## src/rtl/seq_divider.sv

```systemverilog
module seq_divider #(
  parameter int N = 32
) (
  input  logic         clk,
  input  logic         rst_n,
  input  logic         start,
  input  logic [N-1:0] dividend,
  input  logic [N-1:0] divisor,
  output logic         busy,
  output logic         done,
  output logic [N-1:0] quotient,
  output logic [N-1:0] remainder,
  output logic         div_by_zero
);
  localparam int CW = $clog2(N + 1);

  logic [2*N:0]  acc;
  logic [N-1:0]  dvs;
  logic [CW-1:0] cnt;
  logic          busy_q, done_q, dz_q;

  wire [N:0]   hi     = acc[2*N:N];
  wire [N:0]   diff   = hi - {1'b0, dvs};
  wire         borrow = diff[N];
  wire [N-1:0] keep   = borrow ? hi[N-1:0] : diff[N-1:0];
  wire         accept = start && !busy_q;

  always_ff @(posedge clk or negedge rst_n) begin
    if (!rst_n) begin
      acc    <= '0;
      dvs    <= '0;
      cnt    <= '0;
      busy_q <= 1'b0;
      done_q <= 1'b0;
      dz_q   <= 1'b0;
    end else if (accept) begin
      busy_q <= 1'b1;
      done_q <= 1'b0;
      cnt    <= CW'(N);
      dvs    <= divisor;
      dz_q   <= (divisor == '0);
      if (divisor == '0) acc <= {dividend, 1'b0, {N{1'b1}}};
      else               acc <= {{N{1'b0}}, dividend, 1'b0};
    end else if (busy_q) begin
      if (cnt != '0) begin
        cnt <= cnt - 1'b1;
        if (!dz_q) acc <= {keep, acc[N-1:0], ~borrow};
      end else begin
        acc    <= {1'b0, acc[2*N:N+1], acc[N-1:0]};
        busy_q <= 1'b0;
        done_q <= 1'b1;
      end
    end
  end

  assign busy        = busy_q;
  assign done        = done_q;
  assign quotient    = acc[N-1:0];
  assign remainder   = acc[2*N-1:N];
  assign div_by_zero = done_q && dz_q;

  a_r8_busy_done_excl: assert property (@(posedge clk) disable iff (!rst_n)
    !(busy_q && done_q));
  a_r6_operands_held: assert property (@(posedge clk) disable iff (!rst_n)
    busy_q && start |=> $stable(dvs) && $stable(dz_q));
  a_r3_final_step: assert property (@(posedge clk) disable iff (!rst_n)
    busy_q && cnt == '0 |=> done_q && !busy_q);
  a_r7_result_hold: assert property (@(posedge clk) disable iff (!rst_n)
    done_q && !start |=> done_q && $stable(quotient) && $stable(remainder) && $stable(div_by_zero));
  a_r4_rem_bound: assert property (@(posedge clk) disable iff (!rst_n)
    done_q && !dz_q |-> remainder < dvs);
  a_r5_dz_quotient: assert property (@(posedge clk) disable iff (!rst_n)
    div_by_zero |-> quotient == {N{1'b1}});
endmodule

```

## config.mk

```make
export PLATFORM = sky130hd
export DESIGN_NAME = seq_divider
export DESIGN_NICKNAME = d
export VERILOG_FILES = /design/src/rtl/seq_divider.sv
export SDC_FILE = /design/constraint.sdc
export NUM_CORES = 1
export LEC_CHECK = 0
export ABC_AREA = 1
export BUFFER_PORTS_ARGS = -buffer_cell sky130_fd_sc_hd__buf_2
export CAP_MARGIN = 20
export CORE_MARGIN = 4
export CORE_UTILIZATION = 47
export DETAILED_ROUTE_END_ITERATION = 8
export GPL_ROUTABILITY_DRIVEN = 1
export HOLD_SLACK_MARGIN = 0.15
export PLACE_DENSITY = 0.68
export SLEW_MARGIN = 20
export SYNTH_ARGS = -nofsm -noshare
export SYNTH_HDL_FRONTEND = slang
export SYNTH_SLANG_ARGS = --single-unit
```

## constraint.sdc

```tcl
create_clock -name clk -period 4.5 [get_ports clk]
set_input_delay 0.9 -clock clk [delete_from_list [all_inputs] [get_ports clk]]
set_output_delay 0.9 -clock clk [all_outputs]
set_load 0.05 [all_outputs]
```

==> run_results.csv, run 1 <==
group,metric,value,unit
timing,clock_skew,0.01136,ns
worst_setup_path,path_class,"flip-flop to flip-flop",
clock_tree,cts_tree,"done",
floorplan,ioPinCount,134,
floorplan,start_util,0.4794,
yosys,syn_area_per_cell,6.569,µm²
yosys,synth_top_area_share,0.3080,
floorplan,rows,49,
final_layout,nNetsFinal,1462,
final_layout,area_growth,7.671,%
yosys,synth_cells,1311,
clock_tree,clkTransAtPathRegs,0.08,ns
drt,antenna_violating_nets_post_route,0,
yosys,syn_area,8612,µm²
worst_setup_path,crit_buf_inv,2,
place,dp_hpwl,19710,µm
clock_tree,numCtsBuffers,9,
worst_setup_path,crit_start,"acc[32]",
timing,hold_viol,0,
global_route,overflow,0,
global_route,grt_max_degree,116,
drt,dr_wl_met2,11650,µm
clock_tree,clock_latency,0.37,ns
drt,wl_met3,1391,µm
clock_tree,htree_levels,3,
place,gp_congestion,0.9389,
run_status,outcome,"completed",
global_route,grt_pass1_vias,7849,
yosys,synth_edf_count,0,
global_route,grt_pass1_wl,40910,µm
timing,rsz0062_at_grt,"false",
worst_setup_path,crit_path_max_fanout,32,
final_layout,final_common_cell,"nand2_1",
clock_tree,cts_resized,0,
yosys,yosys_warnings,0,
timing,fin_crit,3.173,ns
worst_setup_path,cp_common_cell,"nand2_1",
yosys,ys.flop_type,"dfrtp_1",
drt,wl,25490,µm
timing,fmax,0.3152,GHz
clock_tree,postCtsSetupRepairBufs,0,
yosys,synthTopCellsByArea,"dfrtp_1 31%, nand2_1 17%, inv_1 11%, buf_4 5.7%, ha_1 4.8%",
clock_tree,cts_hold_buf,0,
worst_hold_path,hp-class,"flip-flop to flip-flop",
timing,relSlewSlack,0.4364,
drt,highest_layer,"met4",
worst_setup_path,cp.required,4.80,ns
job,cap_violations,0,
global_route,antenna_found_initial,0,
drt,drc_errors,0,
final_layout,drive_above_1_share,0.1611,
worst_setup_path,crit_arrival,3.47,ns
timing,drv_slew,0,
timing,setup_ws,1.327,ns
worst_hold_path,hold_start,"cnt[3]",
global_route,track_usage,0.2519,
final_layout,final_cell_mix,"379 x nand2_1, 246 x inv_1, 132 x buf_2",
worst_setup_path,start_kind,"flip-flop",
worst_setup_path,slowest_stage,"nand2_2",
final_layout,final_area,9273,µm²
worst_setup_path,timing.rr.start,"acc[32]",
clock_tree,root_buffer,"clkbuf_16",
clock_tree,cts.sinks,106,
worst_setup_path,endpoint_kind,"flip-flop",
drt,drtIter0Drc,641,
drt,wl_per_cell,15.98,µm
timing,setup_tns,0,ns
final_layout,final_util,0.5162,
yosys,synth-seq-cells,106,
floorplan,dieArea,20550,µm²
final_layout,diodes,0,
yosys,syn-num-nets,1412,
floorplan,coreArea,17960,µm²
yosys,synth_area_leader_cell,"dfrtp_1",
drt,via_count,8217,
worst_setup_path,cpPeakStageDelay,0.50,ns
timing,finalSetupViolCount,0,
drt,drt-met1-wl,11710,µm
floorplan,die_y,143.4,µm
yosys,yosysSeqAreaShare,0.3080,
clock_tree,cts_buffer_depth,2,
yosys,synthArstFlopShare,1.000,
place,dp_slack,1.205,ns
drt,drtPass1Iterations,5,
floorplan,fp.dieW,143.4,µm
worst_setup_path,cpLargestDelayFamily,"simple AND/OR/NAND/NOR gates",
timing,finalCritPeriodShare,0.7051,
timing,tightest_slew,0.8442,ns
place,placed_cell_area,8955,µm²
worst_setup_path,path_cells,"inv_1 > ha_1 > fa_1 > inv_1 > nand3_1 > nand2_1 > nand2_1 > nand2_2 > nand2_1 > nand2_2 > nand2_2 > nand2_1 > nand2_1 > nand2_2 > nand2_1 > nand2_1 > nand2_1 > a21oi_1",
place,port_buffers,133,
drt,viasPerCell,5.152,
yosys,netlist-cell-type-count,42,
worst reg2reg max path, delay by kind of cell (launching register included):
family                     cells  cell delay, ns
DFF                            1            0.36
AOI/OAI and AO/OA              1            0.13
buffers and inverters          2            0.14
and+or+nand+nor               13            1.83
adders and majority gates      2            0.65
cell usage after synthesis, drive strengths merged (11+ instances only):
master	count
ha	33
inv	256
a31oi	17
nor2	111
nand2	398
xor2	11
buf	80
o21ai	66
a21oi	66
nand3	67
a32oi	11
clkbuf	24
dfrtp	106
per-stage QoR:
| stage | std cells | hold WS [ns] |
|---|---|---|
| final | 1595 | 0.4878 |
| after CTS | 1594 | 0.4910 |
| after floorplan | 1311 | 0.4459 |
| after global placement | 1578 | 0.4709 |
| after global routing | 1595 | 0.5188 |
| after detailed placement | 1578 | 0.4807 |
flip-flops by register name, summed over array words and instances (netlist names):
signal,flops
busy,1
dvs,32
cnt,6
done,1
acc,65
dz_q,1
per-layer routing:
metal,GRT usage,up-vias
li1,-,4124
met5,0,-
met4,0.08375,0
met1,0.3509,3800
met3,0.03228,44
met2,0.4076,249
logic make-up after synthesis:
kind of cell | Yosys count | share of synthesized area
flip-flops | 106 | 0.3080
adder cells (fa/ha/maj) | 34 | 0.05027
AO/OA/AOI/OAI | 202 | 0.1454
AND/OR/NAND/NOR | 594 | 0.2897
buffers and inverters | 360 | 0.1913
XOR/XNOR | 15 | 0.01525
layout make-up:
class / count / area, µm²
multi-input combinational: 845 / 4319
clock inverter: 6 / 61.31
inverter: 256 / 960.9
sequential: 106 / 2653
tap: 229 / 286.5
fill: 1887 / 8691
clock buffer: 10 / 229.0
timing repair buffer: 143 / 763.2
final timing paths:
kind                           end  slack [ns]  cells past startpoint
max reg2reg                acc[62]        1.33                     18
max                        acc[62]        1.33                     18
min in group asynchronous  dvs[12]        0.58                      1
min                         cnt[3]        0.49                      1
max in group asynchronous   dvs[0]        3.04                      2
min reg2reg                 cnt[3]        0.49                      1
Power of run 1 is left out: the tool's default activity adds up to more than one toggle a clock period on the data nets, which glitch-free logic cannot reach.
==> run 2: changes to the inputs <==
Clock period 4.5 ns to 3.1 ns, I/O delays scaled along.
==> run_results.csv, run 2 (synthesis gave the netlist of run 1 again) <==
group,metric,value,unit
timing,relSlewSlack,0.4522,
final_layout,nFillCells,1833,
final_layout,final_common_cell,"nand2_1",
clock_tree,cts_resized,0,
clock_tree,clkTransAtPathRegs,0.08,ns
final_layout,nNetsFinal,1472,
clock_tree,numCtsBuffers,9,
timing,hold_viol,0,
final_layout,regMostFlops,"acc",
global_route,grt_pass1_vias,7602,
floorplan,rows,49,
global_route,grt_util_met3,0.02829,
timing,rsz0062_at_grt,"false",
global_route,groute.layer.met2.usage,0.3928,
timing,tightest_slew,0.8216,ns
drt,wl_per_cell,16.17,µm
final_layout,drive_above_1_share,0.1672,
timing,setup_ws,0.2683,ns
clock_tree,root_buffer,"clkbuf_16",
timing,finalSetupViolCount,0,
worst_setup_path,crit_arrival,3.12,ns
global_route,antenna_found_initial,0,
drt,drtIter0Drc,817,
floorplan,coreArea,17960,µm²
floorplan,ioPinCount,134,
final_layout,final_util,0.5213,
drt,viasPerCell,5.188,
worst_setup_path,path_class,"flip-flop to flip-flop",
clock_tree,cts_buffer_depth,2,
place,port_buffers,133,
timing,setup_tns,0,ns
floorplan,dieArea,20550,µm²
worst_setup_path,endpoint_kind,"flip-flop",
worst_setup_path,start_kind,"flip-flop",
clock_tree,cts.sinks,106,
global_route,track_usage,0.2499,
final_layout,diodes,0,
global_route,grt_max_degree,71,
final_layout,seqCellArea,2653,µm²
timing,fin_crit,2.832,ns
drt,antenna_violating_nets_post_route,0,
clock_tree,cts_hold_buf,0,
worst_setup_path,crit_path_max_fanout,17,
timing,clock_skew,0.01151,ns
drt,drtPass1Iterations,5,
floorplan,start_util,0.4794,
global_route,groute.layer.met1.usage,0.3595,
global_route,grt_pass1_wl,40570,µm
floorplan,die_y,143.4,µm
drt,wl,25950,µm
final_layout,area_growth,8.732,%
clock_tree,postCtsSetupRepairBufs,0,
drt,via_count,8326,
clock_tree,cts_tree,"done",
global_route,busiest_layer,"met2",
worst_hold_path,hp-class,"input port to asynchronous set/reset pin",
place,dp_hpwl,20350,µm
final_layout,multi_input_area,4319,µm²
final_layout,largestRegisters,"acc: 65 flops, dvs: 32 flops, cnt: 6 flops",
timing,drv_slew,0,
place,gp_congestion,0.9159,
clock_tree,htree_levels,3,
floorplan,fp.dieW,143.4,µm
timing,finalCritPeriodShare,0.9134,
place,dp_slack,0.3056,ns
job,cap_violations,0,
clock_tree,clock_latency,0.37,ns
final_layout,final_cell_mix,"379 x nand2_1, 246 x inv_1, 132 x buf_2",
final_layout,largest_reg_flops,65,
drt,drc_errors,0,
global_route,overflow,0,
timing,fmax,0.3531,GHz
worst_setup_path,cp.required,3.39,ns
run_status,outcome,"completed",
==> run 2: layout make-up <==
class | count | area share
timing repair buffer | 153 | 0.09140
inverter | 256 | 0.1026
multi-input combinational | 845 | 0.4613
clock inverter | 6 | 0.006414
sequential | 106 | 0.2833
tap | 229 | 0.03060
clock buffer | 10 | 0.02445
==> run 2: worst paths after layout <==
check,cells after the start,end,start,slack (ns)
worst min register to register,2,dvs[0],dvs[0],0.50
max in group asynchronous,2,acc[63],rst_n,2.08
min in group clk,3,dvs[31],divisor[31],0.48
worst max-delay path,18,acc[62],acc[32],0.27
worst min-delay path,1,dvs[13],rst_n,0.34
worst max register to register,18,acc[62],acc[32],0.27
==> run 2: per-layer routing <==
metal  share of wire  wire (µm)  vias up
li1                -          -     4148
met1            0.46      11890     3833
met2            0.46      11810      302
met3           0.057       1482       43
met4           0.029        763        0
met5               0          0        -
==> run 2: critical path, cell delays in order, from the launching register on <==
cell and delay, ns:
dfrtp_1 0.34, inv_1 0.07, ha_1 0.22, fa_1 0.41, inv_1 0.07, nand3_1 0.06
nand2_1 0.15, nand2_1 0.08, nand2_2 0.10, nand2_1 0.07, nand2_2 0.09, nand2_2 0.08
nand2_1 0.09, nand2_1 0.08, nand2_2 0.32, nand2_1 0.22, nand2_1 0.11, nand2_1 0.06
a21oi_1 0.12
==> run 2: per-stage QoR <==
stage               hold slack, ns  std cells  area (µm²)
CTS                         0.3804       1605        9364
global placement            0.4662       1589        9075
floorplan                   0.3244       1311        8612
detailed placement          0.4708       1589        9075
finish                      0.3385       1605        9364
global route                0.4069       1605        9364
Power of run 2 is left out for the same reason.
